===== src/rtl/reorder_buffer.sv =====
`timescale 1ns/1ps
module reorder_buffer #(
  parameter int DEPTH = 7,
  parameter int DW    = 32,
  parameter int AW    = 16,
  localparam int TW   = (DEPTH > 1) ? $clog2(DEPTH) : 1
) (
  input  logic          clk,
  input  logic          rst_n,
  input  logic          alloc_valid,
  input  logic [1:0]    alloc_type,
  input  logic [AW-1:0] alloc_dest,
  output logic          alloc_ready,
  output logic [TW-1:0] alloc_tag,
  input  logic          wr_valid,
  input  logic [TW-1:0] wr_tag,
  input  logic [DW-1:0] wr_value,
  input  logic          wr_exc,
  input  logic          wr_mispredict,
  input  logic [TW-1:0] lookup_tag,
  output logic          lookup_ready,
  output logic [DW-1:0] lookup_value,
  output logic          commit_valid,
  output logic [TW-1:0] commit_tag,
  output logic          reg_we,
  output logic          mem_we,
  output logic [AW-1:0] commit_dest,
  output logic [DW-1:0] commit_data,
  output logic          flush,
  output logic          exc_valid,
  output logic [TW-1:0] exc_tag,
  input  logic [AW-1:0] ld_addr,
  output logic          ld_block
);
  localparam logic [1:0] K_STORE  = 2'b01;
  localparam logic [1:0] K_BRANCH = 2'b10;

  logic [1:0]    kind_q [DEPTH];
  logic [AW-1:0] dest_q [DEPTH];
  logic [DW-1:0] data_q [DEPTH];
  logic [DEPTH-1:0] busy_q, done_q, fault_q, miss_q;
  logic [TW-1:0] head_q, tail_q;
  logic          hwrap_q, twrap_q;

  function automatic logic [TW:0] bump(input logic w, input logic [TW-1:0] p);
    if (p == TW'(DEPTH-1)) return {~w, {TW{1'b0}}};
    return {w, p + 1'b1};
  endfunction

  logic full, head_go, head_fault, head_store, head_branch, take, wr_hit;
  logic [DEPTH-1:0] st_match;

  assign full        = (head_q == tail_q) && (hwrap_q != twrap_q);
  assign head_go     = busy_q[head_q] && done_q[head_q];
  assign head_fault  = fault_q[head_q];
  assign head_store  = kind_q[head_q] == K_STORE;
  assign head_branch = kind_q[head_q] == K_BRANCH;

  assign commit_valid = head_go;
  assign commit_tag   = head_q;
  assign commit_dest  = dest_q[head_q];
  assign commit_data  = data_q[head_q];
  assign exc_valid    = head_go && head_fault;
  assign exc_tag      = head_q;
  assign flush        = head_go && (head_fault || (head_branch && miss_q[head_q]));
  assign reg_we       = head_go && !head_fault && !head_store && !head_branch;
  assign mem_we       = head_go && !head_fault && head_store;

  assign alloc_ready = !full && !flush;
  assign alloc_tag   = tail_q;
  assign take        = alloc_valid && alloc_ready;
  assign wr_hit      = wr_valid && (wr_tag < TW'(DEPTH)) && busy_q[wr_tag];

  assign lookup_ready = (lookup_tag < TW'(DEPTH)) && busy_q[lookup_tag] && done_q[lookup_tag];
  assign lookup_value = data_q[lookup_tag];

  for (genvar i = 0; i < DEPTH; i++) begin : g_ld
    assign st_match[i] = busy_q[i] && (kind_q[i] == K_STORE) && (dest_q[i] == ld_addr);
  end
  assign ld_block = |st_match;

  always_ff @(posedge clk or negedge rst_n) begin
    if (!rst_n) begin
      busy_q  <= '0;
      done_q  <= '0;
      fault_q <= '0;
      miss_q  <= '0;
      head_q  <= '0;
      tail_q  <= '0;
      hwrap_q <= 1'b0;
      twrap_q <= 1'b0;
    end else begin
      if (wr_hit) begin
        done_q[wr_tag]  <= 1'b1;
        fault_q[wr_tag] <= wr_exc;
        miss_q[wr_tag]  <= wr_mispredict;
      end
      if (flush) begin
        busy_q <= '0;
        if (head_fault) begin
          tail_q  <= head_q;
          twrap_q <= hwrap_q;
        end else begin
          {hwrap_q, head_q} <= bump(hwrap_q, head_q);
          {twrap_q, tail_q} <= bump(hwrap_q, head_q);
        end
      end else begin
        if (head_go) begin
          busy_q[head_q] <= 1'b0;
          {hwrap_q, head_q} <= bump(hwrap_q, head_q);
        end
        if (take) begin
          busy_q[tail_q]  <= 1'b1;
          done_q[tail_q]  <= 1'b0;
          fault_q[tail_q] <= 1'b0;
          miss_q[tail_q]  <= 1'b0;
          {twrap_q, tail_q} <= bump(twrap_q, tail_q);
        end
      end
    end
  end

  always_ff @(posedge clk) begin
    if (wr_hit) data_q[wr_tag] <= wr_value;
    if (take) begin
      kind_q[tail_q] <= alloc_type;
      dest_q[tail_q] <= alloc_dest;
    end
  end
endmodule



===== config.mk =====
export PLATFORM = sky130hd
export DESIGN_NAME = reorder_buffer
export DESIGN_NICKNAME = d
export VERILOG_FILES = /design/src/rtl/reorder_buffer.sv
export SDC_FILE = /design/constraint.sdc
export NUM_CORES = 1
export LEC_CHECK = 0
export ABC_CLOCK_PERIOD_IN_PS = 4400
export CAP_MARGIN = 20
export CORE_MARGIN = 3
export CORE_UTILIZATION = 50
export DETAILED_ROUTE_END_ITERATION = 6
export PLACE_DENSITY = 0.72
export SLEW_MARGIN = 20
export SYNTH_ARGS = -nofsm -noshare
export SYNTH_HDL_FRONTEND = slang
export SYNTH_SLANG_ARGS = --single-unit

===== constraint.sdc =====
create_clock -name clk -period 4.4 [get_ports clk]
set_input_delay 0.88 -clock clk [delete_from_list [all_inputs] [get_ports clk]]
set_output_delay 0.88 -clock clk [all_outputs]
set_load 0.05 [all_outputs]

==> results of run 1 <==
layout make-up:
type	instances	area (µm²)	area share (%)
sequential	404	11960	51.97
multi-input combinational	874	6709	29.15
timing repair buffer	228	2300	9.993
clock buffer	54	1117	4.855
tap	511	639.4	2.778
clock inverter	26	235.2	1.022
inverter	13	48.80	0.2120
antenna	1	2.502	0.01087
cells in the final DEF, fill, tap and decap left out, types with 11 or more instances in the layout:
cell type / synthesis / routed
a22o_1: 69 / 69
xnor2_1: 55 / 55
buf_12: 0 / 25
nand4_1: 19 / 19
edfxtp_1: 368 / 368
clkdlybuf4s50_1: 0 / 111
clkbuf_16: 0 / 43
o21ai_0: 85 / 85
buf_4: 10 / 91
nand3_1: 17 / 17
nor2_1: 108 / 107
mux2i_1: 97 / 97
xor2_1: 62 / 62
a21oi_1: 72 / 72
clkinv_1: 0 / 11
nand2_1: 60 / 60
dfrtp_1: 36 / 33
nor4_1: 18 / 18
a22oi_1: 32 / 32
mux4_2: 35 / 35
mux2_2: 51 / 51
clkbuf_1: 71 / 11
how the worst max path moves through the flow:
| stage | startpoint | end | slack [ns] | depth (start not counted) |
|---|---|---|---|---|
| floorplan | lookup_tag[0] | lookup_ready | 0.28 | 7 |
| global placement | lookup_tag[0] | lookup_value[2] | 0.48 | 5 |
| detailed placement | lookup_tag[0] | lookup_value[7] | 0.49 | 5 |
| CTS | commit_tag[1] | alloc_ready | 0.21 | 9 |
| global route | commit_tag[1] | alloc_ready | 0.02 | 9 |
| finish | commit_tag[1] | alloc_ready | 0.21 | 9 |
stage by stage:
step,total power [W],instances,setup WS [ns],hold slack [ns]
after global routing,0.01577,2110,0.02422,0.5805
final,0.01522,2111,0.2068,0.5576
after detailed placement,0.01172,2030,0.4898,0.5452
after CTS,0.01524,2110,0.2081,0.5578
after global placement,0.01167,2030,0.4834,0.5296
after floorplan,0.009207,1398,0.2817,0.5088
logic make-up after synthesis:
family	Yosys count	synth area share [%]
buf+inv	120	2.755
fa+ha+maj	1	0.06528
mux	184	12.24
compound gates	297	10.27
flops	404	62.37
simple gates	275	6.960
xor+xnor	117	5.347
report_power, final:
part | switching [W] | total [W] | internal, W | leakage [nW]
Combinational | 0.00424 | 0.00655 | 0.00231 | 3.58
Clock | 0.00151 | 0.00350 | 0.00199 | 0.659
Sequential | 0.000512 | 0.00517 | 0.00466 | 3.78
sequential cells by signal, summed over array words and instances, names as in the netlist:
signal,count
alloc_tag,3
busy_q,7
commit_tag,3
data_q,224
dest_q,128
done_q,7
fault_q,7
hwrap_q,1
kind_q,16
miss_q,7
twrap_q,1
metal layers:
layer	vias to the layer above	wire length (µm)
li1	5694	-
met1	6600	22650
met2	793	26170
met3	112	5953
met4	4	1255
met5	-	33
worst reg2reg max path: cells and delay by family, from the launching register on:
| kind | cells | cell delay, ns |
|---|---|---|
| buffers and inverters | 4 | 1.05 |
| DFF | 1 | 0.79 |
| AOI/OAI and AO/OA | 3 | 0.75 |
| and+or+nand+nor | 3 | 0.56 |
==> metrics.txt, run 1 <==
Fmax ~0.24 GHz; quantity of gates resized following cts 0; share of the synthesized area in the top cell type between 50% and 60%; Main synth FF type edfxtp_1; Post-DP HPWL 35,190 µm; Core Area between 30,000 and 40,000 µm²; async set-or-reset flop fraction in the synthesized netlist between 8 and 9%; slowest stage delay, CP about 0.79 ns; gp weighted congestion between 0.9 and 1; register area share after synthesis 62.37%; DIE WIDTH a little over 200 µm; CTS Buffer Depth 3; Design Area, Final 23,010 µm²; number of global-route vias before repair approximately 13,000; DIE AREA ~40,000 µm²; Syn Inst Count 1,398; worst reg2reg startpoint commit_tag[1]; Total GRT Usage between 20% and 30%; total routed wirelength about 56,000 µm; Area Growth Syn to Fin 20.08%; Skew-Pair Late Insertion Delay between 0.5 and 0.6 ns; unrepaired setup endpoints after global routing false; IO buf count between 150 and 200; Synthesized Nets about 1,500; Congestion Overflow GR 0; Slew Viols, Final 0; worst path arrival time roughly 3.3 ns; Pre-Repair DR Iteration Count 5; worst-path fanout max 26; Hold EP done_q[1]; R2R cell count 10; TritonCTS buffer count 43; crit path launch type register; Avg Inst Size Synth 13.71 µm²; Syn. warnings 0; Setup TNS 0 ns; CTS sink cnt around 400; DR vias between 10,000 and 15,000; Top Usage Layer GRT met2; Max Cap Viol 0; global-route met2 utilization between 40% and 50%; post-synth top area cell edfxtp_1; synthesis-stage register bit count 404; Synth top cells by count edfxtp_1 (368), nor2_1 (108), mux2i_1 (97); hold path cells 2; num rows 71; Fin. Hold Viols 0; EDFF count, synth between 300 and 400; met1 Track Usage GR a little under 40%; share of layout cells above drive strength 1 18.07%; TritonCTS clock tree yes; Reg clk slew, reported paths 0.06 ns; top-count cell post-synth edfxtp_1; Reg2Reg Setup Slack 0.90 ns; remaining antenna violation count 0; # fillers between 2,000 and 3,000; hold path start done_q[1]; worst endpoint required time roughly 3.5 ns; Crit-path slowest cell dfrtp_2; placed instance area between 20,000 and 25,000 µm²; first-pass GRT wire length 83,190 µm; largest net degree at the start of global routing 47; post-CTS setup buffer count 0; Initial Util around 51%; Worst path top cell family by delay compound AO/OA/AOI/OAI gates; Top Ports 175; Root Buffer clkbuf_16; Reg-to-Reg End dest_q[7][10]; Die Ht a little over 200 µm; CP Class reg -> out; drt initial violations about 1,400; Final nets 1,643; VDD IR-drop max 743.5 µV; antenna violations before repair 3; residual DRC count 0; CP Cell Sequence buf_4, and2_2, a22oi_1, o211ai_1, nor3_2, o21ai_2, inv_2, a21oi_1, buf_4; status completed; slew of the pin with the lowest slew margin around 0.83 ns; utilization after layout 60.95%; PD cells roughly 660 nW/µm²; CP endpoint kind output port; DR WL/cell between 20 and 30 µm; CTS Hold Bufs 0; H-tree levels 2; ranking of synthesized cells by area edfxtp_1 (58%), mux2i_1 (5.1%), dfrtp_1 (4.7%); Final Cycle Share roughly 95%; skew final ~0.034 ns; Vias/cell roughly 6.3; unique cell type count in the Yosys netlist 61; CP Buf/Inv Count 3; Hold Crit Class reg -> reg; Mapped Area 19,160 µm²; min cycle time layout between 4 and 5 ns; slew margin rel. between 40 and 50%; Global Route met3 Usage 6.056%; Setup violations, final 0; most frequent CP cell buf_4; Lkg Pwr between 8 and 9 nW
Note: power is estimated with default switching activity, not from simulation.
==> run 2, diff against run 1 <==
--- a/config.mk
+++ b/config.mk
@@ -8,9 +8,9 @@
 export ABC_CLOCK_PERIOD_IN_PS = 4400
 export CAP_MARGIN = 20
 export CORE_MARGIN = 3
-export CORE_UTILIZATION = 50
+export CORE_UTILIZATION = 35
 export DETAILED_ROUTE_END_ITERATION = 6
-export PLACE_DENSITY = 0.72
+export PLACE_DENSITY = 0.54
 export SLEW_MARGIN = 20
 export SYNTH_ARGS = -nofsm -noshare
 export SYNTH_HDL_FRONTEND = slang
==> metrics.txt, run 2 (same netlist as run 1, synthesis figures left out) <==
worst endpoint required time between 3 and 4 ns; H-tree levels 2; VDD IR-drop max about 560 µV; Fin. Hold Viols 0; Congestion Overflow GR 0; Fmax ~0.24 GHz; remaining antenna violation count 0; Post-DP HPWL approximately 39,000 µm; max FFs per register 224; residual DRC count 0; register area 11,960 µm²; number of global-route vias before repair 13,180; Combinational Power Share ~45%; crit path launch type register; Hold WS between 0.4 and 0.5 ns; worst path arrival time 3.31 ns; CTS Hold Bufs 0; internal power between 0.009 and 0.01 W; Sw Share 40.60%; NetSw ~0.0064 W; placed instance area roughly 22,000 µm²; biggest regs data_q (224), dest_q (128), kind_q (16); skew final between 0.009 and 0.01 ns; Reg2Reg Setup Slack a little over 0.9 ns; IO buf count 174; slew of the pin with the lowest slew margin 0.8791 ns; slew margin rel. 41.40%; DIE AREA between 50,000 and 60,000 µm²; Skew-Pair Late Insertion Delay 0.57 ns; Reg clk slew, reported paths ~0.050 ns; worst-path fanout max 31; post-CTS setup buffer count 0; Final nets ~1,700; Root Buffer clkbuf_16; Pre-Repair DR Iteration Count 5; Setup TNS 0 ns; antenna violations before repair 2; CTS Buffer Depth 3; DR WL/cell around 26 µm; TritonCTS clock tree yes; num rows 85; Die Ht around 240 µm; Area Growth Syn to Fin 23.03%; min cycle time layout 4.189 ns; Slew Viols, Final 0; power consumption 0.01577 W; share of layout cells above drive strength 1 18.42%; TritonCTS buffer count between 40 and 50; worst reg2reg startpoint commit_tag[0]; PD cells roughly 670 nW/µm²; status completed; most common cell after layout, fill and taps aside edfxtp_1; Top Ports 175; # fillers 4,899; quantity of gates resized following cts 0; largest net degree at the start of global routing 37; DIE WIDTH 240.0 µm; Hold Crit Class in -> async; Design Area, Final ~24,000 µm²; CP Class reg -> out; multi-input logic area slightly below 7000 µm²; unrepaired setup endpoints after global routing false; most flop-heavy register data_q; R2R cell count 10; Setup violations, final 0; Vias/cell around 5.5; Max Cap Viol 0; most frequent cells in the layout edfxtp_1 (368), clkdlybuf4s50_1 (111), nor2_1 (101), mux2i_1 (97), o21ai_0 (85); Lkg Pwr 8.134 nW; Final Cycle Share a little over nine tenths; Core Area ~54,000 µm²; gp weighted congestion between 0.9 and 1; CTS sink cnt 404; Initial Util a little over a third; utilization after layout a little over two fifths; CP endpoint kind output port; first-pass GRT wire length a little under 90,000 µm; clock share of power a little under a quarter; Reg-to-Reg End dest_q[7][3]; Seq pwr share about a third; total routed wirelength 60,540 µm; Total GRT Usage 21.05%; DR vias ~13,000; drt initial violations around 1,100
-- run 2: changes by cell type in the layout (fill, tap and decap cells not counted), sizes merged --
cell,change
bufinv,-1
clkinvlp,-1
clkinv,-6
inv,+1
clkbuf,+11
buf,+4
-- run 2: metrics by stage --
stage	cells	worst slack (ns)
after global routing	2303	0.06877
after CTS	2303	0.1329
after global placement	2219	0.3663
final	2304	0.2107
after floorplan	1398	0.2817
after detailed placement	2219	0.4232
-- run 2: area by class of cell --
class | instances | area share (%)
Sequential cell | 404 | 50.74
Multi-Input combinational cell | 874 | 28.52
Timing Repair Buffer | 232 | 10.88
Clock buffer | 65 | 5.275
Tap cell | 696 | 3.694
Clock inverter | 19 | 0.6740
Inverter | 13 | 0.2070
Antenna cell | 1 | 0.01061
-- run 2: layer usage --
metal / share of wire, % / vias to the layer above / track usage, % / wire [µm]
met4: 2.9 / 2 / 7.122 / 1744
met5: 0.023 / - / 0 / 14
met2: 48 / 515 / 34.45 / 28950
met1: 42 / 6361 / 28.40 / 25360
met3: 7.4 / 113 / 3.785 / 4472
li1: - / 5715 / - / -
-- run 2: power by group through the flow --
stage | Combinational, W | Sequential, W | Clock (W)
2_1_floorplan | 0.00419 | 0.00502 | 0
3_3_place_gp | 0.00703 | 0.00523 | 0
3_5_place_dp | 0.00703 | 0.00524 | 0
4_1_cts | 0.00705 | 0.00516 | 0.00370
5_1_grt | 0.00740 | 0.00521 | 0.00386
6_report | 0.00701 | 0.00516 | 0.00360
-- run 2: how the worst max path moves through the flow --
stage	startpoint	to	slack (ns)	depth (start not counted)
CTS	commit_tag[0]	reg_we	0.13	7
global placement	ld_addr[3]	ld_block	0.37	8
detailed placement	ld_addr[3]	ld_block	0.42	8
floorplan	lookup_tag[0]	lookup_ready	0.28	7
finish	commit_tag[0]	flush	0.21	9
global route	commit_tag[0]	alloc_ready	0.07	9
-- run 2: critical path, cell delays in order, from the launching register on --
cell     delay [ns]
dfrtp_4        0.66
buf_4          0.46
mux2_2         0.40
a22oi_1        0.14
and3_1         0.30
nor3_2         0.11
o21ai_2        0.19
inv_2          0.05
buf_4          0.22
buf_12         0.18
==> run 3, diff against run 2 <==
--- a/config.mk
+++ b/config.mk
@@ -9,9 +9,11 @@
 export CAP_MARGIN = 20
 export CORE_MARGIN = 3
 export CORE_UTILIZATION = 35
+export CTS_BUF_LIST = sky130_fd_sc_hd__clkbuf_4 sky130_fd_sc_hd__clkbuf_8 sky130_fd_sc_hd__clkbuf_16
 export DETAILED_ROUTE_END_ITERATION = 6
 export PLACE_DENSITY = 0.54
 export SLEW_MARGIN = 20
 export SYNTH_ARGS = -nofsm -noshare
 export SYNTH_HDL_FRONTEND = slang
 export SYNTH_SLANG_ARGS = --single-unit
+export TNS_END_PERCENT = 20
==> metrics.txt, run 3 (same netlist as run 1, synthesis figures left out) <==
CP Class reg -> out; largest net degree at the start of global routing 37; CTS Buffer Depth 3; status completed; most common cell after layout, fill and taps aside edfxtp_1; antenna violations before repair 2; VDD IR-drop max between 500 and 600 µV; Setup TNS 0 ns; CTS sink cnt 404; CTS Hold Bufs 0; worst path arrival time around 3.3 ns; utilization after layout roughly 44%; Slew Viols, Final 0; Final Worst Setup Slack between 0.2 and 0.25 ns; Total GRT Usage a little over a fifth; Reg clk slew, reported paths roughly 0.050 ns; Congestion Overflow GR 0; DR vias around 13,000; Vias/cell approximately 5.5; TritonCTS buffer count 47; Lkg Pwr roughly 8.2 nW; DIE AREA 57,600 µm²; Top Ports approximately 180; number of global-route vias before repair 13,190; Skew-Pair Late Insertion Delay about 0.58 ns; TritonCTS clock tree yes; min cycle time layout between 4 and 5 ns; Post-Place Worst Slack roughly 0.42 ns; first-pass GRT wire length 88,800 µm; Post-DP HPWL approximately 40,000 µm; DR WL/cell between 20 and 30 µm; most frequent cells in the layout edfxtp_1 (368), clkdlybuf4s50_1 (111), nor2_1 (101), mux2i_1 (97), o21ai_0 (85); Final nets between 1,500 and 2,000; Root Buffer clkbuf_16; worst-path fanout max 31; Pre-Repair DR Iteration Count 6; Core Area 54,030 µm²; crit path launch type register; remaining antenna violation count 0; slew of the pin with the lowest slew margin 0.8805 ns; R2R cell count 10; Fin. Hold Viols 0; most flop-heavy register data_q; Hold Crit Class in -> async; H-tree levels 2; Area Growth Syn to Fin 23.38%; CP endpoint kind output port; IO buf count between 150 and 200; Fmax 0.2381 GHz; register area 11,960 µm²; multi-input logic area 6724 µm²; gp weighted congestion just under 1; share of layout cells above drive strength 1 slightly below 20%; biggest regs data_q (224), dest_q (128), kind_q (16); Max Cap Viol 0; Die Ht 240.0 µm; skew final approximately 0.011 ns; post-CTS setup buffer count 0; num rows 85; Setup violations, final 0; drt initial violations ~1,300; DIE WIDTH about 240 µm; residual DRC count 0; unrepaired setup endpoints after global routing false; Initial Util ~35%; Final Cycle Share 95.45%; slew margin rel. ~41%; # fillers 4,907; max FFs per register 224; PD cells roughly 670 nW/µm²; quantity of gates resized following cts 0; total routed wirelength between 60,000 and 70,000 µm; worst endpoint required time about 3.5 ns
## run 3: cell types whose count changed in the layout (fill, tap and decap cells not counted)
cell	change
clkbuf_1	-18
clkbuf_4	+18
## run 3: path summary, 6_finish.rpt
path | startpoint | endpoint | slack (ns)
worst max-delay path | commit_tag[0] | flush | 0.20
worst min-delay path | rst_n | hwrap_q | 0.43
worst max register to register | commit_tag[0] | dest_q[7][4] | 0.91
worst min register to register | fault_q[1] | fault_q[1] | 0.56
max in group asynchronous | rst_n | commit_tag[0] | 3.32
min in group clk | fault_q[1] | fault_q[1] | 0.56
## run 3: worst max-delay path, cell delays in order (launching register included)
cell and delay (ns):
dfrtp_4 0.65, buf_4 0.47, mux2_2 0.40, a22oi_1 0.14, and3_1 0.30, nor3_2 0.11
o21ai_2 0.19, inv_2 0.05, buf_4 0.22, buf_12 0.18
## run 3: routing by layer
metal,routed length (µm),track usage [%]
met1,25590,28.42
met2,29090,34.50
met3,4229,3.739
met4,1722,7.086
met5,14,0
## run 3: layout make-up
class                           instances  area share, %
Sequential cell                       404          50.60
Multi-Input combinational cell        874          28.44
Timing Repair Buffer                  232          10.85
Clock buffer                           65          5.546
Tap cell                              696          3.683
Clock inverter                         19         0.6721
Inverter                               13         0.2064
Antenna cell                            1        0.01058
## run 3: power breakdown
| part | switching (W) | leakage (nW) | internal (W) |
|---|---|---|---|
| clock | 0.00152 | 0.740 | 0.00220 |
| combinational | 0.00441 | 3.68 | 0.00261 |
| sequential | 0.000493 | 3.78 | 0.00466 |
## run 3: through the flow
| stage | area (µm²) | std cells | power, W | hold WS (ns) |
|---|---|---|---|---|
| CTS | 23640 | 2303 | 0.01603 | 0.4226 |
| floorplan | 19160 | 1398 | 0.009207 | 0.5088 |
| detailed placement | 22170 | 2219 | 0.01227 | 0.5447 |
| finish | 23640 | 2304 | 0.01590 | 0.4290 |
| global placement | 22170 | 2219 | 0.01226 | 0.5309 |
| global route | 23640 | 2303 | 0.01658 | 0.4827 |
